[config.mk]
export PLATFORM = sky130hd
export DESIGN_NAME = vcm_mult
export DESIGN_NICKNAME = d
export VERILOG_FILES = /design/src/rtl/vcm_pkg.sv /design/src/rtl/vcm_column.sv /design/src/rtl/vcm_datapath.sv /design/src/rtl/vcm_control.sv /design/src/rtl/vcm_mult.sv
export SDC_FILE = /design/constraint.sdc
export NUM_CORES = 1
export LEC_CHECK = 0
export ABC_AREA = 1
export BUFFER_PORTS_ARGS = -buffer_cell sky130_fd_sc_hd__buf_2
export CORE_MARGIN = 3
export CORE_UTILIZATION = 50
export DETAILED_ROUTE_END_ITERATION = 12
export PLACE_DENSITY_LB_ADDON = 0.3
export SYNTH_ARGS = -nofsm -noshare
export SYNTH_HDL_FRONTEND = slang
export SYNTH_SLANG_ARGS = --single-unit
[constraint.sdc]
create_clock -name clk -period 11.45 [get_ports clk]
set_clock_uncertainty 0.15 [all_clocks]
set_input_delay 1.7175 -clock clk [delete_from_list [all_inputs] [get_ports clk]]
set_output_delay 1.7175 -clock clk [all_outputs]
set_load 0.03 [all_outputs]
[src/rtl/vcm_pkg.sv]
package vcm_pkg;
  parameter int OP_W = 4;
  localparam int PROD_W = 2 * OP_W;
  localparam int COLS = 2 * OP_W - 1;
  // Column sum never exceeds OP_W terms plus a carry below OP_W.
  localparam int SUM_W = $clog2(2 * OP_W) + 1;

  typedef struct packed {
    logic capture;
    logic clear;
  } regStrobe_t;
endpackage

[src/rtl/vcm_column.sv]
module vcm_column #(
  parameter int TERMS = 1,
  parameter int SUM_W = 4
) (
  input  logic [TERMS-1:0] termVec,
  input  logic [SUM_W-1:0] carryIn,
  output logic             sumBit,
  output logic [SUM_W-1:0] carryOut
);
  logic [SUM_W-1:0] colSum;

  always_comb begin
    colSum = carryIn;
    for (int t = 0; t < TERMS; t++) begin
      colSum = colSum + SUM_W'(termVec[t]);
    end
  end

  assign sumBit   = colSum[0];
  assign carryOut = colSum >> 1;
endmodule

[src/rtl/vcm_datapath.sv]
module vcm_datapath
  import vcm_pkg::*;
(
  input  logic              clk,
  input  regStrobe_t        strobe,
  input  logic [OP_W-1:0]   a,
  input  logic [OP_W-1:0]   b,
  output logic [PROD_W-1:0] comboP,
  output logic [PROD_W-1:0] p,
  output logic [SUM_W-2:0]  carryResidue
);
  logic [SUM_W-1:0] carryChain [0:COLS];

  assign carryChain[0] = '0;

  for (genvar k = 0; k < COLS; k++) begin : g_col
    localparam int LO    = (k < OP_W) ? 0 : k - OP_W + 1;
    localparam int HI    = (k < OP_W) ? k : OP_W - 1;
    localparam int TERMS = HI - LO + 1;
    logic [TERMS-1:0] termVec;

    for (genvar t = 0; t < TERMS; t++) begin : g_term
      assign termVec[t] = a[LO+t] & b[k-LO-t];
    end

    vcm_column #(.TERMS(TERMS), .SUM_W(SUM_W)) u_col (
      .termVec (termVec),
      .carryIn (carryChain[k]),
      .sumBit  (comboP[k]),
      .carryOut(carryChain[k+1])
    );
  end

  assign comboP[PROD_W-1] = carryChain[COLS][0];
  assign carryResidue     = carryChain[COLS][SUM_W-1:1];

  always_ff @(posedge clk) begin
    if (strobe.clear) p <= '0;
    else if (strobe.capture) p <= comboP;
  end
endmodule

[src/rtl/vcm_control.sv]
module vcm_control
  import vcm_pkg::*;
(
  input  logic       clk,
  input  logic       rst,
  input  logic       inValid,
  output regStrobe_t strobe,
  output logic       outValid
);
  always_comb begin
    strobe.clear   = rst;
    strobe.capture = inValid & ~rst;
  end

  always_ff @(posedge clk) begin
    if (rst) outValid <= 1'b0;
    else outValid <= inValid;
  end
endmodule

[src/rtl/vcm_mult.sv]
module vcm_mult
  import vcm_pkg::*;
(
  input  logic              clk,
  input  logic              rst,
  input  logic              inValid,
  input  logic [OP_W-1:0]   a,
  input  logic [OP_W-1:0]   b,
  output logic [PROD_W-1:0] comboP,
  output logic [PROD_W-1:0] p,
  output logic              outValid
);
  regStrobe_t strobe;
  logic [SUM_W-2:0] carryResidue;

  vcm_control u_ctrl (
    .clk     (clk),
    .rst     (rst),
    .inValid (inValid),
    .strobe  (strobe),
    .outValid(outValid)
  );

  vcm_datapath u_dp (
    .clk         (clk),
    .strobe      (strobe),
    .a           (a),
    .b           (b),
    .comboP      (comboP),
    .p           (p),
    .carryResidue(carryResidue)
  );
endmodule

==> results of run 1 <==
-- state kept, by name (all words and copies together), names as in the netlist --
signal,flops
u_dp.p,8
u_ctrl.outValid,1
-- worst max path at each step --
stage                      endpoint  slack, ns  cells after the start
final                     comboP[6]       2.50                     20
after detailed placement  comboP[6]       2.44                     20
after global routing      comboP[6]       2.23                     20
after global placement    comboP[6]       2.59                     20
after floorplan           comboP[6]       2.85                     19
after CTS                 comboP[6]       2.45                     20
-- logic make-up after synthesis --
logic type / after synthesis / synth area share
AND/OR/NAND/NOR: 40 / 0.211
buffers and inverters: 29 / 0.200
adder cells (fa/ha/maj): 12 / 0.295
flip-flops: 9 / 0.253
AO/OA/AOI/OAI: 5 / 0.0404
-- per-stage QoR --
| step | area, µm² | power [mW] | util | hold WS, ns | instances |
|---|---|---|---|---|---|
| 3_3_place_gp | 801 | 0.0854 | 0.658 | 0.308 | 128 |
| 6_report | 827 | 0.111 | 0.680 | 0.323 | 132 |
| 2_1_floorplan | 712 | 0.0794 | - | 0.456 | 95 |
| 4_1_cts | 827 | 0.113 | 0.680 | 0.332 | 132 |
| 5_1_grt | 827 | 0.121 | 0.680 | 0.361 | 132 |
| 3_5_place_dp | 801 | 0.0873 | 0.658 | 0.317 | 128 |
-- worst register-to-register path: stages, from the launching register on --
cell     delay, ns
dfxtp_1       0.32
o21ai_1       0.13
nor2_1        0.05
-- layout make-up --
| type | instances | area share |
|---|---|---|
| inverters | 21 | 0.0953 |
| repair buffers | 27 | 0.163 |
| well taps | 14 | 0.0212 |
| clock buffers | 4 | 0.0318 |
| flip-flops and latches | 9 | 0.218 |
| multi-input cells | 57 | 0.470 |
-- cells in the final DEF (no fill, tap or decap) --
cell type  count
buf_2         27
nand2_1       24
inv_1         21
nor2_1        16
dfxtp_1        9
fa_1           8
ha_1           4
o21ai_1        3
clkbuf_4       3
a21oi_1        1
o21ai_2        1
clkbuf_1       1
-- power groups by stage --
stage	Clock (mW)	Combinational, mW	Sequential [mW]
after floorplan	0	0.0376	0.0418
after global placement	0	0.0494	0.0360
after detailed placement	0	0.0511	0.0361
after CTS	0.0261	0.0511	0.0354
after global routing	0.0287	0.0560	0.0358
final	0.0258	0.0501	0.0353
-- synthesized netlist by cell type, drive strengths merged --
cell,n,area [µm²]
a21oi,1,5.00
buf,8,63.8
dfxtp,9,180
fa,8,160
ha,4,50.1
inv,21,78.8
nand2,24,90.1
nor2,16,60.1
o21ai,4,23.8
-- metal layers --
layer / GRT usage / routed length, µm / up-vias
met5: 0 / 0 / -
met4: 0.0422 / 9 / 0
met3: 0.0747 / 122 / 2
met2: 0.276 / 683 / 26
met1: 0.202 / 575 / 283
li1: - / - / 314
==> summary.txt, run 1 <==
status = completed
Post-Syn Area = 712 µm²
hold path start = u_dp.p[5]
chip width = 43.7 µm
core area = 1220 µm²
Final Max Slew Viols = 0
first-pass GRT wire length = 2410 µm
Port Buffer Count = 27
critical path's largest stage delay = 0.54 ns
vias in the first global route = 583
Synth Instances = 95
Area Overhead vs Synth = 16.2%
worst-path fanout max = 5
FMAX = 0.112 GHz
Setup TNS Final = 0 ns
CP arrival = 7.09 ns
sw frac = 0.429
routed length per instance = 10.5 µm
IR drop worst, VDD = 75.4 µV
crit end category = output pin
clock power share = 0.232
Vias = 625
Hold-fix buffers, CTS = 0
maximum clock insertion buffer count = 2
Critical Path Start Type = primary input
Reg2Reg Setup Slack = 10.70 ns
Initial Util = 0.585
hold crit path type = reg -> reg
cells along the critical path = buf_2 -> nand2_1 -> inv_1 -> ha_1 -> ha_1 -> fa_1 -> ha_1 -> fa_1 -> inv_1 -> fa_1 -> inv_1 -> fa_1 -> fa_1 -> ha_1 -> fa_1 -> inv_1 -> fa_1 -> fa_1 -> inv_1 -> buf_2
Initial DRC Count = 13
largest net degree at the start of global routing = 14
post-place setup slack = 2.44 ns
Post-CTS Setup Bufs = 0
drt total wl = 1390 µm
unrepaired setup endpoints after global routing = no
total grt overflow = 0
Logic pwr share = 0.450
Reg2Reg Depth = 2
power per cell area = 134 nW/µm²
Max-Cap Viols = 0
R2R Path Start = u_dp.p[4]
Final min period = 8.95 ns
Rel. slew slack = 0.851
CP Class = in -> out
Register Area = 180 µm²
row count = 12
RR Endpoint = u_dp.p[4]
Internal = 0.0635 mW
clk root buf = clkbuf_4
worst setup margin = 2.50 ns
CTS tree = done
Post-CTS Resized = 0
leakage power = 0.552 nW
Routability Congestion = 0.735
switching power = 0.0477 mW
Syn Area/Cell = 7.49 µm²
final hold vios = 0
detailed-router iteration count before antenna repair = 4
Clk Latency, worst-skew pair = 0.26 ns
nets = 142
Worst Path Buf+Inv = 7
WHS Endpoint = u_dp.p[5]
CP most frequent cell = fa_1
count of final setup violators = 0
register area share after synthesis = 0.253
Worst Hold Path Cells = 2
CP required = 9.58 ns
layout cell share with drive strength beyond 1 = 0.263
# fillers = 114
Critical Path Slowest Stage Cell = fa_1
total die area = 1910 µm²
register share of total power = 0.318
initial antenna violation count = 0
Final period util = 0.782
Yosys cell types = 11
Syn. warnings = 0
syn_nets = 118
Final ANT Viol Nets = 0
# DRC = 0
GRT Total Usage = 0.169
diodes inserted = 0
H-tree depth = 1
num ports = 28
Worst-path clk slew = 0.07 ns
Via density = 4.73
clock tree sinks = 9
DP HPWL = 1210 µm
total CTS buffers = 3
#FFs+latches synth = 9
multi-input logic area = 389 µm²
die height = 43.7 µm
Worst-Margin Slew = 0.224 ns
CP startpoint = a[0]
cell family with most CP delay = adder cells
(Power assumes the default switching activity.)
==> run 2: changes to the inputs <==
--- a/config.mk
+++ b/config.mk
@@ -8,7 +8,7 @@
 export ABC_AREA = 1
 export BUFFER_PORTS_ARGS = -buffer_cell sky130_fd_sc_hd__buf_2
 export CORE_MARGIN = 3
-export CORE_UTILIZATION = 50
+export CORE_UTILIZATION = 42
 export DETAILED_ROUTE_END_ITERATION = 12
 export PLACE_DENSITY_LB_ADDON = 0.3
 export SYNTH_ARGS = -nofsm -noshare
==> constraint.sdc (replaced) <==
create_clock -name clk -period 7.87 [get_ports clk]
set_clock_uncertainty 0.15 [all_clocks]
set_input_delay 1.1805 -clock clk [delete_from_list [all_inputs] [get_ports clk]]
set_output_delay 1.1805 -clock clk [all_outputs]
set_load 0.03 [all_outputs]
==> summary.txt, run 2 (same netlist as run 1, synthesis figures left out) <==
total die area = 2230 µm² (+16%)
hold crit path type = reg -> reg
Initial DRC Count = 1 (-12)
crit end category = output pin
worst hold slack = 0.329 ns (+0.00583 ns)
largest net degree at the start of global routing = 14 (unchanged)
Final Max Slew Viols = 0 (unchanged)
total grt overflow = 0 (unchanged)
Logic pwr share = 0.466 (+0.016)
detailed-router iteration count before antenna repair = 4 (unchanged)
Biggest register = u_dp.p
register share of total power = 0.316 (-0.002)
H-tree depth = 1 (unchanged)
clock power share = 0.218 (-0.014)
drt total wl = 1390 µm (unchanged)
unrepaired setup endpoints after global routing = no
Routability Congestion = 0.826 (+12%)
num ports = 28 (unchanged)
most frequent cells in the layout = buf_2, nand2_1, inv_1, nor2_1, dfxtp_1
Critical Path Slowest Stage Cell = fa_1
worst-path fanout max = 5 (unchanged)
CP most frequent cell = fa_1
IR drop worst, VDD = 97.5 µV (+29%)
clk root buf = clkbuf_4
Max-Cap Viols = 0 (unchanged)
chip width = 47.2 µm (+7.9%)
FMAX = 0.131 GHz
maximum clock insertion buffer count = 2 (unchanged)
GRT Total Usage = 0.135 (-0.0342)
post-place setup slack = -0.0157 ns (-2.46 ns)
Worst-Margin Slew = 0.248 ns (+0.0245 ns)
vias in the first global route = 556 (-4.6%)
Final ANT Viol Nets = 0 (unchanged)
routed length per instance = 10.3 µm (-2.2%)
DP HPWL = 1200 µm (-0.43%)
cell family with most CP delay = adder cells
sw frac = 0.421 (-0.00759)
CTS tree = done
Hold-fix buffers, CTS = 0 (unchanged)
Worst-path clk slew = 0.06 ns (about the same)
CP arrival = 6.31 ns (-0.78 ns)
biggest regs = u_dp.p x8, u_ctrl.outValid x1
diodes inserted = 0 (unchanged)
dpl cell area = 803 µm² (+0.31%)
final hold vios = 0 (unchanged)
Clk Latency, worst-skew pair = 0.25 ns (about the same)
cells along the critical path = buf_2 -> nand2_1 -> inv_1 -> ha_1 -> ha_1 -> fa_2 -> ha_4 -> fa_1 -> inv_1 -> fa_1 -> inv_2 -> fa_1 -> fa_1 -> ha_1 -> fa_1 -> inv_1 -> fa_2 -> fa_1 -> inv_1 -> buf_2
power per cell area = 190 nW/µm² (+42%)
Final period util = 0.971
Port Buffer Count = 27 (unchanged)
total CTS buffers = 3 (unchanged)
post-route cell area = 855 µm² (+3.3%)
layout cell share with drive strength beyond 1 = 0.303 (+0.0398)
leakage power = 0.551 nW (-0.22%)
row count = 14 (+2)
CP required = 6.54 ns (-3.04 ns)
Largest register FFs = 8 (unchanged)
switching power = 0.0686 mW (+44%)
critical path's largest stage delay = 0.53 ns (about the same)
die height = 47.2 µm (+7.9%)
Worst Path Buf+Inv = 7 (unchanged)
Post-Layout Cell Count = 135 (+2.3%)
count of final setup violators = 0 (unchanged)
placed cell count = 130 (+1.6%)
Final min period = 7.64 ns
Vias = 618 (-1.1%)
nets = 143 (+0.70%)
Internal = 0.0941 mW (+48%)
Rel. slew slack = 0.834 (-0.0165)
Critical Path Start Type = primary input
core area = 1560 µm² (+28%)
worst setup margin = 0.229 ns (-2.27 ns)
CP Class = in -> out
first-pass GRT wire length = 2170 µm (-10%)
clock tree sinks = 9 (unchanged)
commonest non-fill, non-tap cell in the layout = buf_2
status = completed
Area Overhead vs Synth = 20.0%
Via density = 4.58 (-3.3%)
power consumption = 0.163 mW (+46%)
initial antenna violation count = 0 (unchanged)
Initial Util = 0.457 (-0.129)
# DRC = 0 (unchanged)
==> run 2: cell count changes in the layout (fill, tap and decap cells not counted) <==
cell,change
fa_1,-2
fa_2,+2
buf_4,+1
ha_1,-1
ha_4,+1
inv_1,-1
inv_2,+1
==> run 2: worst register-to-register path, delay by kind of cell (launching register included) <==
family	cells	cell delay, ns
flops	1	0.32
compound gates	1	0.13
simple gates	1	0.04
==> run 2: path summary, 6_finish.rpt <==
path,startpoint,end,slack (ns),cells after the start
worst min register to register,u_dp.p[6],u_dp.p[6],0.33,2
worst min-delay path,u_dp.p[6],u_dp.p[6],0.33,2
worst max-delay path,a[0],comboP[6],0.23,20
worst max register to register,u_dp.p[0],u_dp.p[0],7.12,2
==> run 2: area by class of cell <==
| type | instances | area, µm² |
|---|---|---|
| Fill cell | 168 | 704 |
| Multi-Input combinational cell | 57 | 407 |
| Sequential cell | 9 | 180 |
| Timing Repair Buffer | 28 | 143 |
| Inverter | 21 | 78.8 |
| Clock buffer | 4 | 26.3 |
| Tap cell | 16 | 20.0 |
==> run 2: what timing repair did <==
action	CTS	global route
pin swaps	1	4
endpoints found under the hold margin	0	0
buffers inserted	0	1
gates resized for setup	1	3
setup endpoints to repair	1	2
==> run 2: power groups by stage <==
stage	registers (mW)	logic, mW	clock network [mW]
3_3_place_gp	0.0524	0.0728	0
2_1_floorplan	0.0608	0.0547	0
5_1_grt	0.0519	0.0843	0.0391
3_5_place_dp	0.0526	0.0741	0
6_report	0.0515	0.0758	0.0354
4_1_cts	0.0516	0.0747	0.0362
==> run 2: layer usage <==
| layer | wire [µm] | global-route usage | part of all wire |
|---|---|---|---|
| met1 | 618 | 0.176 | 0.44 |
| met2 | 679 | 0.228 | 0.49 |
| met3 | 94 | 0.0460 | 0.068 |
| met4 | 0 | 0.00552 | 0 |
| met5 | 0 | 0 | 0 |
==> run 2: metrics by stage <==
stage               setup TNS [ns]   util
finish                           0  0.548
global route                     0  0.548
CTS                              0  0.540
detailed placement         -0.0157  0.515
global placement                 0  0.515
floorplan                        0      -
